**src/rtl/hw_seq_pkg.sv**
```systemverilog
package hw_seq_pkg;
  typedef enum logic [1:0] {
    SLOT_EMPTY = 2'd0,
    SLOT_FULL  = 2'd1,
    SLOT_UPPER = 2'd2,
    SLOT_LOWER = 2'd3
  } slot_e;
endpackage

```
**src/rtl/hw_word_hold.sv**
```systemverilog
module hw_word_hold #(
  parameter int WORD_W = 32
) (
  input  logic              clk,
  input  logic              rst_n,
  input  logic              load,
  input  logic [WORD_W-1:0] d_word,
  output logic [WORD_W-1:0] q_word,
  output logic              q_lower_zero
);
  localparam int HALF_W = WORD_W / 2;

  // The zero test on the lower half is done once, at load time.
  always_ff @(posedge clk or negedge rst_n) begin
    if (!rst_n) begin
      q_word       <= '0;
      q_lower_zero <= 1'b1;
    end else if (load) begin
      q_word       <= d_word;
      q_lower_zero <= (d_word[HALF_W-1:0] == '0);
    end
  end
endmodule

```
**src/rtl/hw_seq_ctrl.sv**
```systemverilog
module hw_seq_ctrl
  import hw_seq_pkg::*;
(
  input  logic  clk,
  input  logic  rst_n,
  input  logic  flush,
  input  logic  load,
  input  logic  load_packed,
  input  logic  lower_zero,
  input  logic  fire,
  output slot_e slot,
  output logic  last_piece
);
  slot_e slot_nxt;

  assign last_piece = (slot == SLOT_FULL) || (slot == SLOT_LOWER) ||
                      ((slot == SLOT_UPPER) && lower_zero);

  always_comb begin
    slot_nxt = slot;
    if (fire) begin
      unique case (slot)
        SLOT_UPPER: slot_nxt = lower_zero ? SLOT_EMPTY : SLOT_LOWER;
        SLOT_FULL,
        SLOT_LOWER: slot_nxt = SLOT_EMPTY;
        default:    slot_nxt = slot;
      endcase
    end
    if (load)  slot_nxt = load_packed ? SLOT_UPPER : SLOT_FULL;
    if (flush) slot_nxt = SLOT_EMPTY;
  end

  always_ff @(posedge clk or negedge rst_n) begin
    if (!rst_n) slot <= SLOT_EMPTY;
    else        slot <= slot_nxt;
  end

  // an empty lower slot is never entered
  p_zero_lower_skip_r5: assert property (@(posedge clk) disable iff (!rst_n)
    (slot == SLOT_UPPER && fire && lower_zero && !load) |=> (slot == SLOT_EMPTY));

  // a live lower half follows its upper half
  p_lower_follows_r4: assert property (@(posedge clk) disable iff (!rst_n)
    (slot == SLOT_UPPER && fire && !lower_zero && !flush) |=> (slot == SLOT_LOWER));

  // flush leaves nothing pending
  p_flush_clears_r8: assert property (@(posedge clk) disable iff (!rst_n)
    flush |=> (slot == SLOT_EMPTY));
endmodule

```
**src/rtl/hw_issue_mux.sv**
```systemverilog
module hw_issue_mux
  import hw_seq_pkg::*;
#(
  parameter int WORD_W = 32
) (
  input  slot_e             slot,
  input  logic [WORD_W-1:0] word,
  output logic [WORD_W-1:0] data,
  output logic              half
);
  localparam int HALF_W = WORD_W / 2;

  logic [HALF_W-1:0] pick;

  assign half = (slot == SLOT_UPPER) || (slot == SLOT_LOWER);
  assign pick = (slot == SLOT_UPPER) ? word[WORD_W-1:HALF_W] : word[HALF_W-1:0];

  generate
    for (genvar b = 0; b < WORD_W; b++) begin : g_bit
      if (b < HALF_W) begin : g_lo
        assign data[b] = half ? pick[b] : word[b];
      end else begin : g_hi
        assign data[b] = half ? 1'b0 : word[b];
      end
    end
  endgenerate
endmodule

```
**src/rtl/hw_issue_seq.sv**
```systemverilog
module hw_issue_seq
  import hw_seq_pkg::*;
#(
  parameter int WORD_W = 32
) (
  input  logic              clk,
  input  logic              rst_n,
  input  logic              flush,
  input  logic              in_valid,
  output logic              in_ready,
  input  logic [WORD_W-1:0] in_word,
  input  logic              in_packed,
  output logic              out_valid,
  input  logic              out_ready,
  output logic [WORD_W-1:0] out_data,
  output logic              out_half
);
  localparam int HALF_W = WORD_W / 2;

  slot_e             slot;
  logic              last_piece;
  logic              fire;
  logic              load;
  logic [WORD_W-1:0] held_word;
  logic              lower_zero;

  assign out_valid = (slot != SLOT_EMPTY) && !flush;
  assign fire      = out_valid && out_ready;
  assign in_ready  = !flush && ((slot == SLOT_EMPTY) || (fire && last_piece));
  assign load      = in_valid && in_ready;

  hw_word_hold #(.WORD_W(WORD_W)) u_hold (
    .clk          (clk),
    .rst_n        (rst_n),
    .load         (load),
    .d_word       (in_word),
    .q_word       (held_word),
    .q_lower_zero (lower_zero)
  );

  hw_seq_ctrl u_ctrl (
    .clk         (clk),
    .rst_n       (rst_n),
    .flush       (flush),
    .load        (load),
    .load_packed (in_packed),
    .lower_zero  (lower_zero),
    .fire        (fire),
    .slot        (slot),
    .last_piece  (last_piece)
  );

  hw_issue_mux #(.WORD_W(WORD_W)) u_mux (
    .slot (slot),
    .word (held_word),
    .data (out_data),
    .half (out_half)
  );

  // an offered piece does not change under back-pressure
  p_hold_stable_r6: assert property (@(posedge clk) disable iff (!rst_n)
    (out_valid && !out_ready) |=> ($stable(out_data) && $stable(out_half)));

  // half pieces carry zeros in the upper bits
  p_half_zext_r3: assert property (@(posedge clk) disable iff (!rst_n)
    (out_valid && out_half) |-> (out_data[WORD_W-1:HALF_W] == '0));

  // a new word is accepted only when the offered piece is not stalled
  p_in_ready_r7: assert property (@(posedge clk) disable iff (!rst_n)
    in_ready |-> (!out_valid || out_ready));

  // nothing offered in the cycle after a flush
  p_flush_idle_r8: assert property (@(posedge clk) disable iff (!rst_n)
    flush |=> !out_valid);

  // accepting a word always yields an offered piece next cycle
  p_no_bubble_r9: assert property (@(posedge clk) disable iff (!rst_n)
    (load && !flush) |=> (out_valid || flush));
endmodule

```
**config.mk**
```make
export PLATFORM = sky130hd
export DESIGN_NAME = hw_issue_seq
export DESIGN_NICKNAME = d
export VERILOG_FILES = /design/src/rtl/hw_seq_pkg.sv /design/src/rtl/hw_word_hold.sv /design/src/rtl/hw_seq_ctrl.sv /design/src/rtl/hw_issue_mux.sv /design/src/rtl/hw_issue_seq.sv
export SDC_FILE = /design/constraint.sdc
export NUM_CORES = 1
export LEC_CHECK = 0
export CAP_MARGIN = 15
export CORE_MARGIN = 2
export CORE_UTILIZATION = 50
export CTS_CLUSTER_DIAMETER = 80
export DETAILED_ROUTE_END_ITERATION = 10
export DONT_BUFFER_PORTS = 1
export SYNTH_ARGS = -nofsm -noshare
export SYNTH_HDL_FRONTEND = slang
export SYNTH_HIERARCHICAL = 1
export SYNTH_SLANG_ARGS = --single-unit
```
**constraint.sdc**
```tcl
create_clock -name clk -period 3.8 [get_ports clk]
set_input_delay 0.19 -clock clk [delete_from_list [all_inputs] [get_ports clk]]
set_output_delay 0.19 -clock clk [all_outputs]
set_load 0.05 [all_outputs]
```
# Yosys cells after proc, flatten, opt, wreduce, memory -nomap -nowiden
# Index checks and enable logic that the tools add are counted.
# totals
word_cells	63
mem_bits_ro	0
latch_bits	0
ramBits	0
in_bits	38
register_bits	35
memories	0
# op_classes
div_mod_pow	0
reduce_logical	18
n_addsub	0
eq_ne	3
n_mux	39
shifts	0
n_bitwise	0
n_mul	0
n_lt_le_gt_ge	0
# ops
op	n
1-bit two-way mux	32
16-bit logical NOT	1
16-bit two-way mux	1
2-bit two-way mux	5
1-bit logical AND	6
2-bit == test (second input constant)	2
1-bit logical OR	4
2-bit one-hot mux with 2 select lines	1
4-bit nonzero test	1
3-bit nonzero test	1
2-bit by 1-bit == test with 1-bit output (second input constant)	1
2-bit logical NOT	1
2-bit AND reduction	1
2-bit nonzero test	1
2-bit OR reduction	1
1-bit logical NOT	1

# Longest topological paths before layout
# Gate-level depths: netlist (run 1).
# logic_depth
ltp_word	9
depth_mapped	6
depth_no_buf	6

# By module
# The synthesis (run 1) kept the hierarchy.
# by_module_without_submodules
module	area_each_um2	seq_area_each_um2	instances	cells_per_inst
hw_word_hold	1293.7	827.0	1	77
hw_issue_mux	390.4	0.0	1	37
hw_seq_ctrl	118.9	50.0	1	12
hw_issue_seq	46.3	0.0	1	6

# Least setup slack after synthesis (run 1)
# Ideal clock, no wire load.
# synth_timing
kind	reg2reg
from	reg u_hold.q_lower_zero
to	reg u_hold.q_word[21]
required_ps	3675
stages_incl_launch_ff	7
period_less_slack_ps	1765
arrival_ps	1640
n_path_buf	2
path_slack_ps	2035
cell_sequence	dfstp_2 > a21o_1 > a2bb2oi_2 > nor3b_2 > buf_6 > clkbuf_8 > mux2_2
# synth_via
elab_chain_len	6
# synth_rtl
element	line_no	source
start: declaration	hw_word_hold.sv:9	output logic q_lower_zero
start signal: assignment	hw_word_hold.sv:20	q_lower_zero <= (d_word[HALF_W-1:0] == '0);
1-bit logical AND	hw_seq_ctrl.sv:17	((slot == SLOT_UPPER) && lower_zero);
1-bit logical OR	hw_seq_ctrl.sv:16	assign last_piece = (slot == SLOT_FULL) || (slot == SLOT_LOWER) ||
net last_piece	hw_issue_seq.sv:21	logic last_piece;
1-bit logical AND	hw_issue_seq.sv:29	assign in_ready = !flush && ((slot == SLOT_EMPTY) || (fire && last_piece));
1-bit logical OR	hw_issue_seq.sv:29	
1-bit logical AND	hw_issue_seq.sv:29	
1-bit logical AND	hw_issue_seq.sv:30	assign load = in_valid && in_ready;
net load	hw_issue_seq.sv:23	logic load;
end signal: assignment	hw_word_hold.sv:19	q_word <= d_word;
end: declaration	hw_word_hold.sv:8	output logic [WORD_W-1:0] q_word,
# The timed path passes the listed nets, and every way through them passes these cells.
# A chain may end at the register's enable or synchronous reset.

# Final worst setup path (run 1)
# layout_timing
from	reg u_ctrl.slot[1]
to	reg u_hold.q_lower_zero
# layout_via
elab_chain_len	7
elab_cells_between_ends	14
# layout_rtl
element	line_no	source
start: declaration	hw_seq_ctrl.sv:11	output slot_e slot,
start signal: assignment	hw_seq_ctrl.sv:35	else slot <= slot_nxt;
2-bit by 1-bit == test with 1-bit output, or another cell as far along	hw_seq_ctrl.sv:16	
1-bit logical OR / 1-bit logical AND (equally long branches)	hw_seq_ctrl.sv:16, hw_seq_ctrl.sv:17	
1-bit logical OR (*)	hw_seq_ctrl.sv:16	
net last_piece	hw_issue_seq.sv:21	
1-bit logical AND (*)	hw_issue_seq.sv:29	
1-bit logical OR (*)	hw_issue_seq.sv:29	
1-bit logical AND (*)	hw_issue_seq.sv:29	
1-bit logical AND (*)	hw_issue_seq.sv:30	
net load	hw_issue_seq.sv:23	
# The timed path passes the listed nets; every way through them passes the cells marked *.

==> impl_results.html, run 1 <==
<table>
<tr><th>Metric</th><th>Value</th></tr>
<tr><th colspan="2">Place</th></tr>
<tr><td>RD Place Congestion</td><td>0.635</td></tr>
<tr><td>Port buffer count</td><td>0</td></tr>
<tr><td>Half-perimeter wire length of the detailed placement result</td><td>2440 µm</td></tr>
<tr><th colspan="2">Setup path</th></tr>
<tr><td>Cell mode on critical path</td><td>sky130_fd_sc_hd__buf_4</td></tr>
<tr><td>Type of the setup path with the least slack</td><td>reg2reg</td></tr>
<tr><td>Crit path max-delay cell type</td><td>sky130_fd_sc_hd__dfrtp_1</td></tr>
<tr><td>Critical Path Max Stage Delay</td><td>510 ps</td></tr>
<tr><td>Worst endpoint required time</td><td>4000 ps</td></tr>
<tr><td>Minimum setup slack among reg-to-reg paths</td><td>1480 ps</td></tr>
<tr><td>Reg-to-reg critical path startpoint</td><td>u_ctrl/slot[1]</td></tr>
<tr><td>Cells traversed along the worst timing path</td><td>buf_4 &gt; a21o_1 &gt; a2bb2oi_2 &gt; nor3b_4 &gt; buf_4 &gt; or3b_1 &gt; o22ai_2</td></tr>
<tr><td>Worst path arrival time</td><td>2520 ps</td></tr>
<tr><td>Nature of the critical path startpoint</td><td>flop</td></tr>
<tr><td>Category of the worst setup path capture point</td><td>flop</td></tr>
<tr><td>Depth of the most critical reg-to-reg path</td><td>7</td></tr>
<tr><td>FF-to-FF End</td><td>u_hold/q_lower_zero</td></tr>
<tr><td>CP max FO</td><td>39</td></tr>
<tr><th colspan="2">Floorplanning</th></tr>
<tr><td>Number of top-level design ports</td><td>73</td></tr>
<tr><td>Die area</td><td>4200 µm²</td></tr>
<tr><td>Effective utilization at floorplan</td><td>51.3%</td></tr>
<tr><td>Placeable core region</td><td>3610 µm²</td></tr>
<tr><td>Number of core rows</td><td>22</td></tr>
<tr><td>Horiz. Die Dim</td><td>64.8 µm</td></tr>
<tr><td>DIE HEIGHT</td><td>64.8 µm</td></tr>
<tr><th colspan="2">Hold path</th></tr>
<tr><td>Hold worst-path end</td><td>u_ctrl/slot[1]</td></tr>
<tr><td>Instance count along the most critical hold path</td><td>1</td></tr>
<tr><td>Worst hold path class</td><td>in2reg</td></tr>
<tr><td>Worst Min Path Start</td><td>flush</td></tr>
<tr><th colspan="2">Clocking</th></tr>
<tr><td>Cell at the root of the clock tree</td><td>sky130_fd_sc_hd__clkbuf_8</td></tr>
<tr><td>CTS tree</td><td>yes</td></tr>
<tr><td>Clock latency reported for the late side of the worst-skew pair</td><td>270 ps</td></tr>
<tr><td>Clock input transition at the sequential cells of the worst setup and hold paths</td><td>60 ps</td></tr>
<tr><td>Number of CTS-inserted buffers</td><td>5</td></tr>
<tr><td>Number of setup buffers added after CTS</td><td>0</td></tr>
<tr><td>Maximum level of the CTS H-tree</td><td>2</td></tr>
<tr><td>CTS sink count</td><td>35</td></tr>
<tr><td>Post-cts gate resize count</td><td>0</td></tr>
<tr><td>Clock Path Buffers</td><td>2</td></tr>
<tr><th colspan="2">Cells and area</th></tr>
<tr><td>Ratio of cells with drive above 1 in the final layout</td><td>52.2%</td></tr>
<tr><td>Count of nets after finishing</td><td>173</td></tr>
<tr><td>Commonest non-fill, non-tap cell in the layout</td><td>sky130_fd_sc_hd__mux2_2</td></tr>
<tr><td>Highest-count cells in the layout ignoring fill and taps</td><td>sky130_fd_sc_hd__mux2_2 (38), sky130_fd_sc_hd__dfrtp_1 (34), sky130_fd_sc_hd__mux2_4 (10), sky130_fd_sc_hd__nor2b_1 (10)</td></tr>
<tr><td>Register area</td><td>877 µm²</td></tr>
<tr><td>Layout Area Growth over Synthesis</td><td>7.17%</td></tr>
<tr><td>Area of the multi-input gates</td><td>878 µm²</td></tr>
<tr><td>Final Util</td><td>55.0%</td></tr>
<tr><td>Fill cell count</td><td>323</td></tr>
<tr><td>Number of inserted diodes</td><td>0</td></tr>
<tr><th colspan="2">GRT</th></tr>
<tr><td>Number of global-route vias before repair</td><td>1117</td></tr>
<tr><td>Wire length of the first global-routing pass</td><td>5380 µm</td></tr>
<tr><td>Total global routing track utilization</td><td>17.1%</td></tr>
<tr><td>Number of antenna violations at the first check in global routing</td><td>0</td></tr>
<tr><td>Remaining Overflow, GRT</td><td>0</td></tr>
<tr><td>Maximum number of pins on one net before global-route repair</td><td>40</td></tr>
<tr><th colspan="2">Synthesis</th></tr>
<tr><td>Seq cells post-synth</td><td>35</td></tr>
<tr><td>Post-Synthesis Cell Area</td><td>1850 µm²</td></tr>
<tr><td>Register area share after synthesis</td><td>47.4%</td></tr>
<tr><td>Netlist cell types</td><td>28</td></tr>
<tr><td>Synth Warn #</td><td>6</td></tr>
<tr><td>Number of synthesized flops with an enable pin</td><td>0</td></tr>
<tr><td>Synthesized area per cell</td><td>14.0 µm²</td></tr>
<tr><td>Ys flop type</td><td>sky130_fd_sc_hd__dfrtp_1</td></tr>
<tr><td>Net count of the mapped netlist</td><td>170</td></tr>
<tr><td>Post-synthesis cell count</td><td>132</td></tr>
<tr><td>Fraction of registers with async set/reset</td><td>100%</td></tr>
<tr><th colspan="2">Timing</th></tr>
<tr><td>FMAX</td><td>430 MHz</td></tr>
<tr><td>Post-route clock period utilization</td><td>61.2%</td></tr>
<tr><td>Tightest slew margin relative to the limit</td><td>35.4%</td></tr>
<tr><td>Unrepaired setup endpoints after global routing</td><td>false</td></tr>
<tr><td>Shortest period the worst path allows</td><td>2320 ps</td></tr>
<tr><td>Setup-failing EPs final</td><td>0</td></tr>
<tr><td>Final hold violation count</td><td>0</td></tr>
<tr><td>Final slew viol count</td><td>0</td></tr>
<tr><td>Skew final</td><td>5.10 ps</td></tr>
<tr><td>Transition at the pin with the smallest max-transition slack</td><td>967 ps</td></tr>
<tr><td>Setup tns final</td><td>0 ps</td></tr>
<tr><th colspan="2">Detailed routing</th></tr>
<tr><td>Remaining antenna violation count after routing</td><td>0</td></tr>
<tr><td>Via Count</td><td>1010</td></tr>
<tr><td>Post-detailed-route DRC marker count</td><td>0</td></tr>
<tr><td>First-iteration detailed-routing DRC count</td><td>44</td></tr>
<tr><td>Wirelength, routed</td><td>3330 µm</td></tr>
<tr><td>Average via count per standard cell</td><td>5.49</td></tr>
<tr><td>Number of iterations in the first detailed-routing pass</td><td>2</td></tr>
<tr><td>Routed length per placed instance</td><td>18.1 µm</td></tr>
<tr><th colspan="2">Status</th></tr>
<tr><td>Outcome</td><td>finished, final reports clean</td></tr>
<tr><th colspan="2">Power</th></tr>
<tr><td>Worst-case vdd ir drop</td><td>0.356 mV</td></tr>
<tr><td>Power per Cell Area</td><td>658 nW/µm²</td></tr>
<tr><td>Leakage</td><td>0.819 nW</td></tr>
<tr><th colspan="2">Flow run</th></tr>
<tr><td>Max-cap violation count</td><td>0</td></tr>
</table>
## flip-flops by register name, summed over array words and instances (netlist names)
register,flops
u_ctrl/slot,2
u_hold/q_word,32
u_hold/q_lower_zero,1
## logic make-up (layout without fill, tap and decap cells)
logic type             Yosys count  count (layout)  synth area share [%]
buffers and inverters            9              13                  5.41
DFF                             35              35                  47.4
and+or+nand+nor                 34              34                  13.2
muxes                           48              48                  31.3
AOI/OAI and AO/OA                6               6                  2.71
## layer usage
metal	GRT usage [%]	routed length, µm	up-vias
met3	6.08	306	2
met2	29.3	1760	43
li1	-	-	466
met4	6.38	17	0
met5	0	0	-
met1	19.7	1250	499
## metrics by stage
stage	hold WS (ps)	cell area, µm²	power (mW)	setup WS (ps)	instances
final	38.4	1980	1.30	1480	184
after global routing	39.5	1980	1.36	1300	184
after CTS	21.7	1980	1.32	1450	184
after detailed placement	-105	1830	0.974	1470	174
after global placement	-105	1830	0.965	1550	174
after floorplan	-106	1850	0.944	2030	132
## layout make-up
class	instances	share of cell area (%)
clock inverters	2	1.77
repair buffers	4	2.27
well taps	48	3.03
inverters	1	0.189
multi-input cells	88	44.3
clock buffers	6	4.17
flip-flops and latches	35	44.3
## cell usage after synthesis, types with 2 or more instances
master,count,area [µm²]
sky130_fd_sc_hd__mux2_2,38,428
sky130_fd_sc_hd__dfrtp_1,34,851
sky130_fd_sc_hd__mux2_4,10,150
sky130_fd_sc_hd__nor2b_1,10,62.6
sky130_fd_sc_hd__and2b_2,6,52.6
sky130_fd_sc_hd__nor2_1,5,18.8
sky130_fd_sc_hd__clkbuf_8,3,41.3
sky130_fd_sc_hd__nor4_1,3,18.8
sky130_fd_sc_hd__a21oi_1,2,10.0
sky130_fd_sc_hd__buf_6,2,22.5
sky130_fd_sc_hd__nor3b_1,2,15.0
## worst max-delay path by stage
stage                   startpoint             endpoint
6_report            u_ctrl/slot[1]  u_hold/q_lower_zero
5_1_grt             u_ctrl/slot[1]  u_hold/q_lower_zero
4_1_cts             u_ctrl/slot[1]  u_hold/q_lower_zero
3_5_place_dp        u_ctrl/slot[1]  u_hold/q_lower_zero
3_3_place_gp        u_ctrl/slot[1]  u_hold/q_lower_zero
2_1_floorplan  u_hold/q_lower_zero    u_hold/q_word[21]
## power breakdown
part | switching, mW | leakage (nW) | internal, mW | total, mW
Clock | 0.123 | 0.0612 | 0.212 | 0.335
Combinational | 0.348 | 0.345 | 0.138 | 0.486
Sequential | 0.0418 | 0.413 | 0.442 | 0.484
Total | 0.513 | 0.819 | 0.792 | 1.30
## critical path, delay by kind of cell (launching register included)
family | cells | cell delay (ps)
DFF | 1 | 510
AOI/OAI and AO/OA | 3 | 370
buffers and inverters | 2 | 790
and+or+nand+nor | 2 | 560
## timing repair
item / 4_1_cts / 5_1_grt
hold buffers: 2 / 0
endpoints found under the setup margin: 0 / 0
endpoints found under the hold margin: 35 / 0
Power figures use the tool's default switching activity.
==> run 2: changes to the inputs <==
ABC_AREA = 1   (was default)
PLACE_DENSITY = 0.68   (was default)
clock period = 2 ns   (was 3.8 ns; I/O delays follow)
==> run 2 against run 1 <==
Compared with the run above: non-clock buffer count is 54 higher; die area is 4.9% higher; worst hold slack worse by 14 ps; clock skew down 2.1 ps; utilization increased by 13 points; via count rose by 75%; clock-buffer cell count increased by 1; synthesized cell count is 110% higher; total power rose to 3.0 times the previous value; largest power group unchanged.
==> impl_results.html, run 2 <==
<table>
<tr><th>Metric</th><th>Value</th></tr>
<tr><th colspan="2">Floorplanning</th></tr>
<tr><td>DIE HEIGHT</td><td>66.4 µm (+2.4%)</td></tr>
<tr><td>Die area</td><td>4410 µm² (+4.9%)</td></tr>
<tr><td>Number of top-level design ports</td><td>73 (unchanged)</td></tr>
<tr><td>Number of core rows</td><td>22 (unchanged)</td></tr>
<tr><td>Effective utilization at floorplan</td><td>52.7% (+1.5 points)</td></tr>
<tr><td>Horiz. Die Dim</td><td>66.4 µm (+2.4%)</td></tr>
<tr><td>Placeable core region</td><td>3690 µm² (+2.3%)</td></tr>
<tr><th colspan="2">Detailed routing</th></tr>
<tr><td>Via Count</td><td>1763 (+75%)</td></tr>
<tr><td>Routed length per placed instance</td><td>12.9 µm (-29%)</td></tr>
<tr><td>Remaining antenna violation count after routing</td><td>0 (unchanged)</td></tr>
<tr><td>Wirelength, routed</td><td>4850 µm (+45%)</td></tr>
<tr><td>Average via count per standard cell</td><td>4.70 (-14%)</td></tr>
<tr><td>First-iteration detailed-routing DRC count</td><td>117 (+170%)</td></tr>
<tr><td>Number of iterations in the first detailed-routing pass</td><td>4 (+2)</td></tr>
<tr><td>Post-detailed-route DRC marker count</td><td>0 (unchanged)</td></tr>
<tr><th colspan="2">Timing</th></tr>
<tr><td>Transition at the pin with the smallest max-transition slack</td><td>493 ps (-474 ps)</td></tr>
<tr><td>Unrepaired setup endpoints after global routing</td><td>false</td></tr>
<tr><td>Setup-failing EPs final</td><td>0 (unchanged)</td></tr>
<tr><td>Final slew viol count</td><td>0 (unchanged)</td></tr>
<tr><td>Post-route clock period utilization</td><td>89.8%</td></tr>
<tr><td>Tightest slew margin relative to the limit</td><td>67.1% (+32 points)</td></tr>
<tr><td>Final hold violation count</td><td>0 (unchanged)</td></tr>
<tr><td>Setup tns final</td><td>0 ps (unchanged)</td></tr>
<tr><td>Shortest period the worst path allows</td><td>1800 ps</td></tr>
<tr><td>Skew final</td><td>3.03 ps (-2.07 ps)</td></tr>
<tr><td>Worst Hold Margin</td><td>24.4 ps (-14.0 ps)</td></tr>
<tr><td>FMAX</td><td>557 MHz</td></tr>
<tr><th colspan="2">Cells and area</th></tr>
<tr><td>Layout Area Growth over Synthesis</td><td>28.2%</td></tr>
<tr><td>Count of nets after finishing</td><td>364 (+110%)</td></tr>
<tr><td>Number of flip-flops under the largest register name</td><td>32 (unchanged)</td></tr>
<tr><td>Highest-count cells in the layout ignoring fill and taps</td><td>sky130_fd_sc_hd__nand2_1 (130), sky130_fd_sc_hd__dlygate4sd3_1 (33), sky130_fd_sc_hd__dfrtp_1 (33)</td></tr>
<tr><td>Biggest register</td><td>u_hold/q_word</td></tr>
<tr><td>Number of inserted diodes</td><td>0 (unchanged)</td></tr>
<tr><td>Commonest non-fill, non-tap cell in the layout</td><td>sky130_fd_sc_hd__nand2_1</td></tr>
<tr><td>Regs by FF count</td><td>u_hold/q_word x32, u_ctrl/slot x2, u_hold/q_lower_zero x1</td></tr>
<tr><td>Ratio of cells with drive above 1 in the final layout</td><td>14.4% (-38 points)</td></tr>
<tr><th colspan="2">GRT</th></tr>
<tr><td>Maximum number of pins on one net before global-route repair</td><td>42 (+5.0%)</td></tr>
<tr><td>Wire length of the first global-routing pass</td><td>7750 µm (+44%)</td></tr>
<tr><td>Number of global-route vias before repair</td><td>1721 (+54%)</td></tr>
<tr><td>Remaining Overflow, GRT</td><td>0 (unchanged)</td></tr>
<tr><td>Total global routing track utilization</td><td>23.5% (+6.3 points)</td></tr>
<tr><td>Number of antenna violations at the first check in global routing</td><td>0 (unchanged)</td></tr>
<tr><th colspan="2">Hold path</th></tr>
<tr><td>Worst hold path class</td><td>in2reg</td></tr>
<tr><th colspan="2">Synthesis</th></tr>
<tr><td>Fraction of registers with async set/reset</td><td>100% (unchanged)</td></tr>
<tr><td>Post-synthesis cell count</td><td>275 (+110%)</td></tr>
<tr><td>Post-Synthesis Cell Area</td><td>1950 µm² (+5.2%)</td></tr>
<tr><td>Proportion of netlist area held by the largest area contributor</td><td>43.7% (-2.3 points)</td></tr>
<tr><td>Register area share after synthesis</td><td>45.1% (-2.3 points)</td></tr>
<tr><td>Commonest cells post-synth</td><td>sky130_fd_sc_hd__nand2_1 (130), sky130_fd_sc_hd__dfrtp_1 (34), sky130_fd_sc_hd__nor2_1 (30)</td></tr>
<tr><td>Post-synth top area cell</td><td>sky130_fd_sc_hd__dfrtp_1</td></tr>
<tr><td>Netlist cell types</td><td>18 (-36%)</td></tr>
<tr><td>Most numerous cell in the Yosys netlist</td><td>sky130_fd_sc_hd__nand2_1</td></tr>
<tr><td>Seq cells post-synth</td><td>35 (unchanged)</td></tr>
<tr><td>Top cells by area in the synthesized netlist</td><td>sky130_fd_sc_hd__dfrtp_1 (44%), sky130_fd_sc_hd__nand2_1 (25%), sky130_fd_sc_hd__nor2_1 (5.8%)</td></tr>
<tr><td>Synthesized area per cell</td><td>7.07 µm² (-49%)</td></tr>
<tr><td>Ys flop type</td><td>sky130_fd_sc_hd__dfrtp_1</td></tr>
<tr><td>Net count of the mapped netlist</td><td>313 (+84%)</td></tr>
<tr><td>Number of synthesized flops with an enable pin</td><td>0 (unchanged)</td></tr>
<tr><td>Synth Warn #</td><td>6 (unchanged)</td></tr>
<tr><th colspan="2">Power</th></tr>
<tr><td>Power per Cell Area</td><td>1580 nW/µm² (+140%)</td></tr>
<tr><td>Worst-case vdd ir drop</td><td>0.702 mV (+97%)</td></tr>
<tr><td>Leakage</td><td>1.39 nW (+70%)</td></tr>
<tr><th colspan="2">Setup path</th></tr>
<tr><td>Crit path max-delay cell type</td><td>sky130_fd_sc_hd__dfrtp_1</td></tr>
<tr><td>CP max FO</td><td>17 (-56%)</td></tr>
<tr><td>Critical Path Max Stage Delay</td><td>460 ps (-50 ps)</td></tr>
<tr><td>Nature of the critical path startpoint</td><td>flop</td></tr>
<tr><td>Minimum setup slack among reg-to-reg paths</td><td>330 ps (-1150 ps)</td></tr>
<tr><td>Cell mode on critical path</td><td>sky130_fd_sc_hd__nand2_1</td></tr>
<tr><td>Worst endpoint required time</td><td>1900 ps (-2100 ps)</td></tr>
<tr><td>Cells traversed along the worst timing path</td><td>inv_2 &gt; nand2_4 &gt; nand2_1 &gt; nand2_1</td></tr>
<tr><td>Category of the worst setup path capture point</td><td>output pin</td></tr>
<tr><td>Type of the setup path with the least slack</td><td>reg2out</td></tr>
<tr><td>Worst path arrival time</td><td>1700 ps (-820 ps)</td></tr>
<tr><th colspan="2">Place</th></tr>
<tr><td>Half-perimeter wire length of the detailed placement result</td><td>3130 µm (+29%)</td></tr>
<tr><td>RD Place Congestion</td><td>0.802 (+26%)</td></tr>
<tr><td>Port buffer count</td><td>0 (unchanged)</td></tr>
<tr><th colspan="2">Clocking</th></tr>
<tr><td>Cell at the root of the clock tree</td><td>sky130_fd_sc_hd__clkbuf_8</td></tr>
<tr><td>Number of CTS-inserted buffers</td><td>5 (unchanged)</td></tr>
<tr><td>Clock latency reported for the late side of the worst-skew pair</td><td>280 ps (about the same)</td></tr>
<tr><td>CTS tree</td><td>yes</td></tr>
<tr><td>Maximum level of the CTS H-tree</td><td>2 (unchanged)</td></tr>
<tr><td>Clock Path Buffers</td><td>2 (unchanged)</td></tr>
<tr><td>CTS sink count</td><td>35 (unchanged)</td></tr>
<tr><td>Clock input transition at the sequential cells of the worst setup and hold paths</td><td>60 ps (about the same)</td></tr>
<tr><td>Number of setup buffers added after CTS</td><td>0 (unchanged)</td></tr>
<tr><th colspan="2">Status</th></tr>
<tr><td>Outcome</td><td>finished, final reports clean</td></tr>
<tr><th colspan="2">Flow run</th></tr>
<tr><td>Max-cap violation count</td><td>0 (unchanged)</td></tr>
</table>
-- run 2: cell count changes after synthesis, sizes merged, moves of 3 or more --
cell,previous run,this run
nor4,3,0
nand2,1,131
nand3,0,20
mux2,48,0
inv,1,31
and2b,6,0
clkbuf,4,1
buf,3,13
nor2,5,33
nor2b,11,0
o21ai,1,10
-- run 2: what timing repair did --
| action | in CTS | in global routing |
|---|---|---|
| endpoints found under the hold margin | 67 | 0 |
| endpoints found under the setup margin | 0 | 31 |
| hold buffers | 34 | 0 |
| resized for setup | 0 | 1 |
-- run 2: logic make-up (layout without fill, tap and decap cells) --
kind of cell	count (synthesis)	in the layout	share of synthesized area, %
and+or+nand+nor	185	185	37.9
buffers and inverters	45	97	12.9
DFF	35	35	45.1
AOI/OAI and AO/OA	10	10	4.12
-- run 2: final timing paths --
check / from / cells after the start / to
setup reg to reg: u_hold/q_lower_zero / 9 / u_hold/q_word[15]
setup / recovery: u_ctrl/slot[0] / 4 / out_data[1]
max in group asynchronous: rst_n / 2 / u_hold/q_lower_zero
hold / removal: flush / 3 / u_ctrl/slot[1]
min in group asynchronous: rst_n / 2 / u_hold/q_word[1]
hold reg to reg: u_hold/q_word[9] / 2 / u_hold/q_word[9]
-- run 2: where the power goes --
group	switching (mW)	internal [mW]	leakage [nW]	total, mW
registers	0.200	0.998	0.432	1.20
logic	1.73	0.517	0.916	2.25
clock network	0.240	0.244	0.0422	0.485
total	2.17	1.76	1.39	3.93
-- run 2: per-stage QoR --
stage	instances	area (µm²)	utilization, %	setup slack, ps	power (mW)
global placement	333	2060	55.8	264	3.34
finish	375	2490	67.6	203	3.93
floorplan	275	1950	-	442	3.03
CTS	375	2490	67.5	157	3.94
detailed placement	333	2060	55.8	176	3.38
global route	375	2490	67.6	90.1	4.19
-- run 2: cell type report --
type	instances	area, µm²
Fill cell	338	1190
Sequential cell	35	878
Multi-Input combinational cell	195	823
Timing Repair Buffer	58	531
Inverter	31	121
Clock buffer	7	76.3
Tap cell	48	60.1
Clock inverter	1	5.00
-- run 2: routing by layer --
| layer | vias up | track usage [%] | part of all wire [%] |
|---|---|---|---|
| met2 | 62 | 39.5 | 50 |
| met1 | 774 | 29.3 | 43 |
| met5 | - | 0 | 0 |
| met3 | 7 | 5.96 | 6.1 |
| li1 | 920 | - | - |
| met4 | 0 | 7.40 | 1.0 |
-- run 2: worst max-delay path, delay by kind of cell, from the launching register on --
kind	cells	cell delay (ps)
buffers and inverters	1	310
AND/OR/NAND/NOR	3	630
flip-flops	1	460
